### src/rtl/smmwin_pkg.sv
package smmwin_pkg;

  localparam int CFG_AW = 8;
  localparam int CFG_DW = 32;

  localparam logic [CFG_AW-1:0] OFS_HOLE  = 8'h48;
  localparam logic [CFG_AW-1:0] OFS_SMRAM = 8'h4C;

  localparam int BIT_HOLE   = 7;
  localparam int BIT_OPEN   = 14;
  localparam int BIT_CLOSED = 13;
  localparam int BIT_LOCK   = 12;
  localparam int BIT_GEN    = 11;
  localparam int SEG_LO     = 8;
  localparam int SEG_HI     = 10;

  localparam logic [SEG_HI-SEG_LO:0] SEG_VALUE = 3'b010;

  // Writable bits of each dword; everything else is discarded on write.
  localparam logic [CFG_DW-1:0] HOLE_WR_MASK  = CFG_DW'(1) << BIT_HOLE;
  localparam logic [CFG_DW-1:0] SMRAM_WR_MASK = (CFG_DW'(1) << BIT_OPEN)
                                              | (CFG_DW'(1) << BIT_CLOSED)
                                              | (CFG_DW'(1) << BIT_LOCK)
                                              | (CFG_DW'(1) << BIT_GEN);

  // Strobes from the control decoder into the register datapath.
  typedef struct packed {
    logic holeWr;
    logic smramWr;
    logic holeVal;
    logic openVal;
    logic closedVal;
    logic lockSet;
    logic genVal;
  } cfgStrobe_t;

  // Architectural register state.
  typedef struct packed {
    logic holeEn;
    logic openBit;
    logic closedBit;
    logic lockBit;
    logic genBit;
  } cfgState_t;

endpackage

### src/rtl/smmwin_range.sv
module smmwin_range #(
  parameter int               ADDR_W = 32,
  parameter logic [ADDR_W-1:0] BASE  = 32'h000A_0000,
  parameter logic [ADDR_W-1:0] SIZE  = 32'h0002_0000
) (
  input  logic [ADDR_W-1:0] addr,
  output logic              hit
);

  // One extra bit so that a range ending at the top of the space cannot wrap.
  localparam logic [ADDR_W:0] LIMIT = {1'b0, BASE} + {1'b0, SIZE};

  logic [ADDR_W:0] addrExt;

  always_comb begin
    addrExt = {1'b0, addr};
    hit     = (addrExt >= {1'b0, BASE}) && (addrExt < LIMIT);
  end

endmodule

### src/rtl/smmwin_ctrl.sv
module smmwin_ctrl
  import smmwin_pkg::*;
(
  input  logic              cfgWrEn,
  input  logic [CFG_AW-1:0] cfgAddr,
  input  logic [CFG_DW-1:0] cfgWrData,
  output cfgStrobe_t        strobe
);

  logic [CFG_DW-1:0] holeData;
  logic [CFG_DW-1:0] smramData;

  always_comb begin
    // Read-only and unimplemented bits are masked away before decoding.
    holeData  = cfgWrData & HOLE_WR_MASK;
    smramData = cfgWrData & SMRAM_WR_MASK;

    strobe           = '0;
    strobe.holeWr    = cfgWrEn && (cfgAddr == OFS_HOLE);
    strobe.smramWr   = cfgWrEn && (cfgAddr == OFS_SMRAM);
    strobe.holeVal   = holeData[BIT_HOLE];
    strobe.openVal   = smramData[BIT_OPEN];
    strobe.closedVal = smramData[BIT_CLOSED];
    strobe.lockSet   = smramData[BIT_LOCK];
    strobe.genVal    = smramData[BIT_GEN];
  end

endmodule

### src/rtl/smmwin_datapath.sv
module smmwin_datapath
  import smmwin_pkg::*;
#(
  parameter int               ADDR_W    = 32,
  parameter logic [ADDR_W-1:0] HOLE_BASE = 32'h00F0_0000,
  parameter logic [ADDR_W-1:0] HOLE_SIZE = 32'h0010_0000,
  parameter logic [ADDR_W-1:0] WIN_BASE  = 32'h000A_0000,
  parameter logic [ADDR_W-1:0] WIN_SIZE  = 32'h0002_0000
) (
  input  logic              clk,
  input  logic              rstN,
  input  cfgStrobe_t        strobe,
  input  logic [CFG_AW-1:0] cfgAddr,
  output logic [CFG_DW-1:0] cfgRdData,
  input  logic [ADDR_W-1:0] reqAddr,
  input  logic              reqSmm,
  input  logic              reqCode,
  output logic              routeDram,
  output cfgState_t         state
);

  cfgState_t stateQ;
  logic      holeHit;
  logic      winHit;
  logic      smmGrant;
  logic      openGrant;
  logic      dataBlocked;

  // Register update: the lock freezes open, lock and enable; closed stays writable.
  always_ff @(posedge clk) begin
    if (!rstN) begin
      stateQ <= '0;
    end else begin
      if (strobe.holeWr) begin
        stateQ.holeEn <= strobe.holeVal;
      end
      if (strobe.smramWr) begin
        stateQ.closedBit <= strobe.closedVal;
        if (!stateQ.lockBit) begin
          stateQ.genBit <= strobe.genVal;
          if (strobe.lockSet) begin
            stateQ.lockBit <= 1'b1;
            stateQ.openBit <= 1'b0;
          end else begin
            stateQ.openBit <= strobe.openVal;
          end
        end
      end
    end
  end

  assign state = stateQ;

  smmwin_range #(.ADDR_W(ADDR_W), .BASE(HOLE_BASE), .SIZE(HOLE_SIZE)) uHoleRange (
    .addr (reqAddr),
    .hit  (holeHit)
  );

  smmwin_range #(.ADDR_W(ADDR_W), .BASE(WIN_BASE), .SIZE(WIN_SIZE)) uWinRange (
    .addr (reqAddr),
    .hit  (winHit)
  );

  // Window visibility: closed hides SMM data references from both grants.
  always_comb begin
    dataBlocked = reqSmm && !reqCode && stateQ.closedBit;
    smmGrant    = reqSmm && stateQ.genBit && !dataBlocked;
    openGrant   = stateQ.openBit && !stateQ.lockBit && !dataBlocked;
    if (stateQ.holeEn && holeHit) begin
      routeDram = 1'b0;
    end else if (winHit) begin
      routeDram = smmGrant || openGrant;
    end else begin
      routeDram = 1'b1;
    end
  end

  // Configuration read mux.
  always_comb begin
    cfgRdData = '0;
    case (cfgAddr)
      OFS_HOLE: begin
        cfgRdData[BIT_HOLE] = stateQ.holeEn;
      end
      OFS_SMRAM: begin
        cfgRdData[BIT_OPEN]      = stateQ.openBit;
        cfgRdData[BIT_CLOSED]    = stateQ.closedBit;
        cfgRdData[BIT_LOCK]      = stateQ.lockBit;
        cfgRdData[BIT_GEN]       = stateQ.genBit;
        cfgRdData[SEG_HI:SEG_LO] = SEG_VALUE;
      end
      default: begin
        cfgRdData = '0;
      end
    endcase
  end

endmodule

### src/rtl/smm_window_decoder.sv
module smm_window_decoder
  import smmwin_pkg::*;
#(
  parameter int               ADDR_W    = 32,
  parameter logic [ADDR_W-1:0] HOLE_BASE = 32'h00F0_0000,
  parameter logic [ADDR_W-1:0] HOLE_SIZE = 32'h0010_0000,
  parameter logic [ADDR_W-1:0] WIN_BASE  = 32'h000A_0000,
  parameter logic [ADDR_W-1:0] WIN_SIZE  = 32'h0002_0000
) (
  input  logic              clk,
  input  logic              rstN,
  input  logic              cfgWrEn,
  input  logic [CFG_AW-1:0] cfgAddr,
  input  logic [CFG_DW-1:0] cfgWrData,
  output logic [CFG_DW-1:0] cfgRdData,
  input  logic [ADDR_W-1:0] reqAddr,
  input  logic              reqSmm,
  input  logic              reqCode,
  output logic              routeDram
);

  cfgStrobe_t strobe;
  cfgState_t  state;

  logic stHole;
  logic stOpen;
  logic stClosed;
  logic stLock;
  logic stGen;

  smmwin_ctrl uCtrl (
    .cfgWrEn   (cfgWrEn),
    .cfgAddr   (cfgAddr),
    .cfgWrData (cfgWrData),
    .strobe    (strobe)
  );

  smmwin_datapath #(
    .ADDR_W    (ADDR_W),
    .HOLE_BASE (HOLE_BASE),
    .HOLE_SIZE (HOLE_SIZE),
    .WIN_BASE  (WIN_BASE),
    .WIN_SIZE  (WIN_SIZE)
  ) uDatapath (
    .clk       (clk),
    .rstN      (rstN),
    .strobe    (strobe),
    .cfgAddr   (cfgAddr),
    .cfgRdData (cfgRdData),
    .reqAddr   (reqAddr),
    .reqSmm    (reqSmm),
    .reqCode   (reqCode),
    .routeDram (routeDram),
    .state     (state)
  );

  assign stHole   = state.holeEn;
  assign stOpen   = state.openBit;
  assign stClosed = state.closedBit;
  assign stLock   = state.lockBit;
  assign stGen    = state.genBit;

endmodule

### config.mk
export PLATFORM = sky130hd
export DESIGN_NAME = smm_window_decoder
export DESIGN_NICKNAME = d
export VERILOG_FILES = /design/src/rtl/smmwin_pkg.sv /design/src/rtl/smmwin_range.sv /design/src/rtl/smmwin_ctrl.sv /design/src/rtl/smmwin_datapath.sv /design/src/rtl/smm_window_decoder.sv
export SDC_FILE = /design/constraint.sdc
export NUM_CORES = 1
export LEC_CHECK = 0
export CAP_MARGIN = 25
export CORE_ASPECT_RATIO = 1.1
export CORE_MARGIN = 8
export CORE_UTILIZATION = 19
export CTS_CLUSTER_SIZE = 28
export DETAILED_ROUTE_END_ITERATION = 8
export PLACE_DENSITY = 0.82
export SLEW_MARGIN = 20
export SYNTH_ARGS = -nofsm -noshare
export SYNTH_HDL_FRONTEND = slang
export SYNTH_SLANG_ARGS = --single-unit
export TNS_END_PERCENT = 1
### constraint.sdc
create_clock -name clk -period 1.4 [get_ports clk]
set_input_delay 0.21 -clock clk [delete_from_list [all_inputs] [get_ports clk]]
set_output_delay 0.21 -clock clk [all_outputs]
set_load 0.02 [all_outputs]
==> metrics.md <==
| Metric | Value |
|---|---|
| Outcome | `complete, no violations` |
| CP Data Required Time | `1.19 ns` |
| Setup Crit Path Kind | `input pin to output port` |
| Die ar. | `4970 µm²` |
| Seq cells post-synth | `5` |
| Largest net degree at the start of global routing | `9` |
| Slowest stage cell, crit path | `clkdlybuf4s50_1` |
| Port Buffers | `39` |
| Max FFs per register | `5` |
| DR iter-0 viols | `8` |
| Routability cong. | `0.677` |
| Yosys top cell area share | `34.6%` |
| FP Rows | `20` |
| Congestion Overflow GR | `0` |
| R2R Path Start | `uDatapath.state[1]` |
| Post-detail-place hpwl | `1.63 mm` |
| TritonRoute pass-1 iters | `4` |
| Final Hold Vio Count | `0` |
| Residual DRC count | `0` |
| R2R Path End | `uDatapath.state[0]` |
| Post-synth cell types | `22` |
| Clock transition at path regs | `0.05 ns` |
| Clk buf depth | `2` |
| Crit path DAT | `1.16 ns` |
| R2R setup slack | `0.40 ns` |
| Post-Route WL | `1.91 mm` |
| CTS root buffer | `clkbuf_4` |
| Syn Area/Cell | `7.84 µm²` |
| Top cells by area, synth | `buf_4, dfxtp_1, nand2_1` |
| Max stage delay on crit path | `0.42 ns` |
| Synthesized cell area | `564 µm²` |
| CTS buffer count | `3` |
| Wire per inst | `12.5 µm` |
| Vias/cell | `3.84` |
| Yosys Warn Count | `0` |
| Max-Cap Viols | `0` |
| Min Clock Period, post-route | `1.37 ns` |
| Max IR drop VDD | `220 µV` |
| Final worst path period share | `97.7%` |
| Unrepaired setup endpoints after global routing | `yes` |
| Global-route wire length before repair | `2.88 mm` |
| Synthesis-to-layout area growth | `78.5%` |
| GRT Total Usage | `7.68%` |
| EDFF count, synth | `0` |
| Vias in the first global route | `647` |
| Layout cells sized above 1 | `31.7%` |
| Final setup violation count | `0` |
| Die Y | `73.2 µm` |
| Maximum net fanout on the critical path | `1` |
| Remaining antenna violation count | `0` |
| Crit. End Element | `output port` |
| Count leader, synth | `buf_4` |
| Dominant synthesized flop cell | `dfxtp_1` |
| Hold-fix buffers, CTS | `0` |
| NumNets Final | `198` |
| Hold Path Class | `flop to flop` |
| Via count | `588` |
| Worst skew pair latency | `0.25 ns` |
| CP Launch Point | `reqAddr[31]` |
| Critical-path cell list | `clkdlybuf4s50_1, nor4_2, nand3_1, buf_6` |
| Final core utilization | `35.9%` |
| Initial core utilization | `20.1%` |
| Critical path capture point | `routeDram` |
| Worst Clk Skew | `0.00636 ns` |
| Cell accounting for the most synthesized area | `buf_4` |
| Ports | `110` |
| Initial antenna violation count | `0` |
| PwrDens | `486 nW/µm²` |
| Multi-input gate area | `413 µm²` |
| Area post-placement | `936 µm²` |
| H-tree Lvls | `1` |
| ANT cells | `0` |
| Syn Inst Count | `72` |
| R2R cell count | `3` |
| Die X | `68.0 µm` |
| Register area | `103 µm²` |
| Sequential fraction of the synthesis area | `17.7%` |
| Startpoint Class | `input pin` |
| Max Slew Vio Count | `0` |
| Fmax | `731 MHz` |
| CTS Sinks | `5` |
| Lkg Pwr | `0.000482 µW` |
| Synth top cells by count | `buf_4, nand2_1, dfxtp_1` |
| Design area | `1010 µm²` |
| TritonCTS clock tree | `done` |
| Asr flop ratio synth | `0%` |
| FILL cells | `311` |
| Core area | `2800 µm²` |
-- final cells by class --
| type | instances | share of cell area, % |
|---|---|---|
| Timing Repair Buffer | 46 | 42.1 |
| Multi-Input combinational cell | 65 | 41.0 |
| Sequential cell | 5 | 10.2 |
| Tap cell | 33 | 4.10 |
| Clock buffer | 4 | 2.61 |
-- critical path: cells and delay by family --
kind                   cells  cell delay (ns)
buffers and inverters      2             0.57
AND/OR/NAND/NOR            2             0.38
-- worst min-delay path by stage --
stage,slack [ns],to,cells after the start,from
final,0.52,uDatapath.state[3],2,uDatapath.state[3]
after global routing,0.57,uDatapath.state[1],3,cfgWrData[12]
after CTS,0.49,uDatapath.state[3],2,uDatapath.state[3]
after detailed placement,0.48,uDatapath.state[3],2,uDatapath.state[3]
after global placement,0.46,uDatapath.state[3],2,uDatapath.state[3]
after floorplan,0.35,uDatapath.state[2],2,cfgWrData[13]
-- where the power goes --
group / switching, µW / internal [µW] / leakage [µW]
clock: 67.3 / 108 / 0.0000150
sequential: 0.109 / 143 / 0.0000413
combinational: 95.9 / 75.4 / 0.000426
total: 163 / 327 / 0.000482
-- metal layers --
metal  vias up  part of all wire (%)  track usage, %  routed length (µm)
met3         4                    15            4.30                 286
met1       255                    33            7.29                 637
met4         0                   1.9            4.10                  36
met5         -                     0               0                   0
li1        295                     -               -                   -
met2        34                    50            12.7                 954
-- cell families after synthesis --
group	synth area share [%]
other	0.665
multiplexers	3.55
AO/OA/AOI/OAI	7.10
flip-flops	17.7
buffers and inverters	35.3
AND/OR/NAND/NOR	35.7
-- metrics by stage --
| stage | cells | setup TNS (ns) | worst slack (ns) | total power (µW) | hold WS [ns] |
|---|---|---|---|---|---|
| after CTS | 153 | -0.00874 | -0.00874 | 491 | 0.494 |
| after global placement | 148 | -5.96 | -0.720 | 322 | 0.465 |
| after floorplan | 97 | 0 | 0.205 | 278 | 0.349 |
| final | 153 | 0 | 0.0318 | 490 | 0.521 |
| after global routing | 153 | -0.0389 | -0.0371 | 517 | 0.567 |
| after detailed placement | 148 | -6.12 | -0.750 | 323 | 0.482 |
-- layout by cell type (no fill, tap or decap), types with 3 or more instances in the layout --
| cell type | Yosys | final |
|---|---|---|
| buf_2 | 0 | 3 |
| conb_1 | 1 | 26 |
| clkbuf_4 | 0 | 3 |
| and3_4 | 0 | 4 |
| buf_6 | 0 | 7 |
| nand2_1 | 12 | 11 |
| buf_4 | 26 | 8 |
| clkdlybuf4s50_1 | 0 | 15 |
| dfxtp_1 | 5 | 3 |
| dlygate4sd2_1 | 0 | 8 |
| nor4_2 | 0 | 3 |
-- what timing repair did --
action	4_1_cts	5_1_grt
gates cloned	0	0
endpoints found under the setup margin	9	5
pin swaps	9	6
setup buffers	1	0
resized for setup	77	12
No activity file was read; power rests on OpenSTA's default activity.
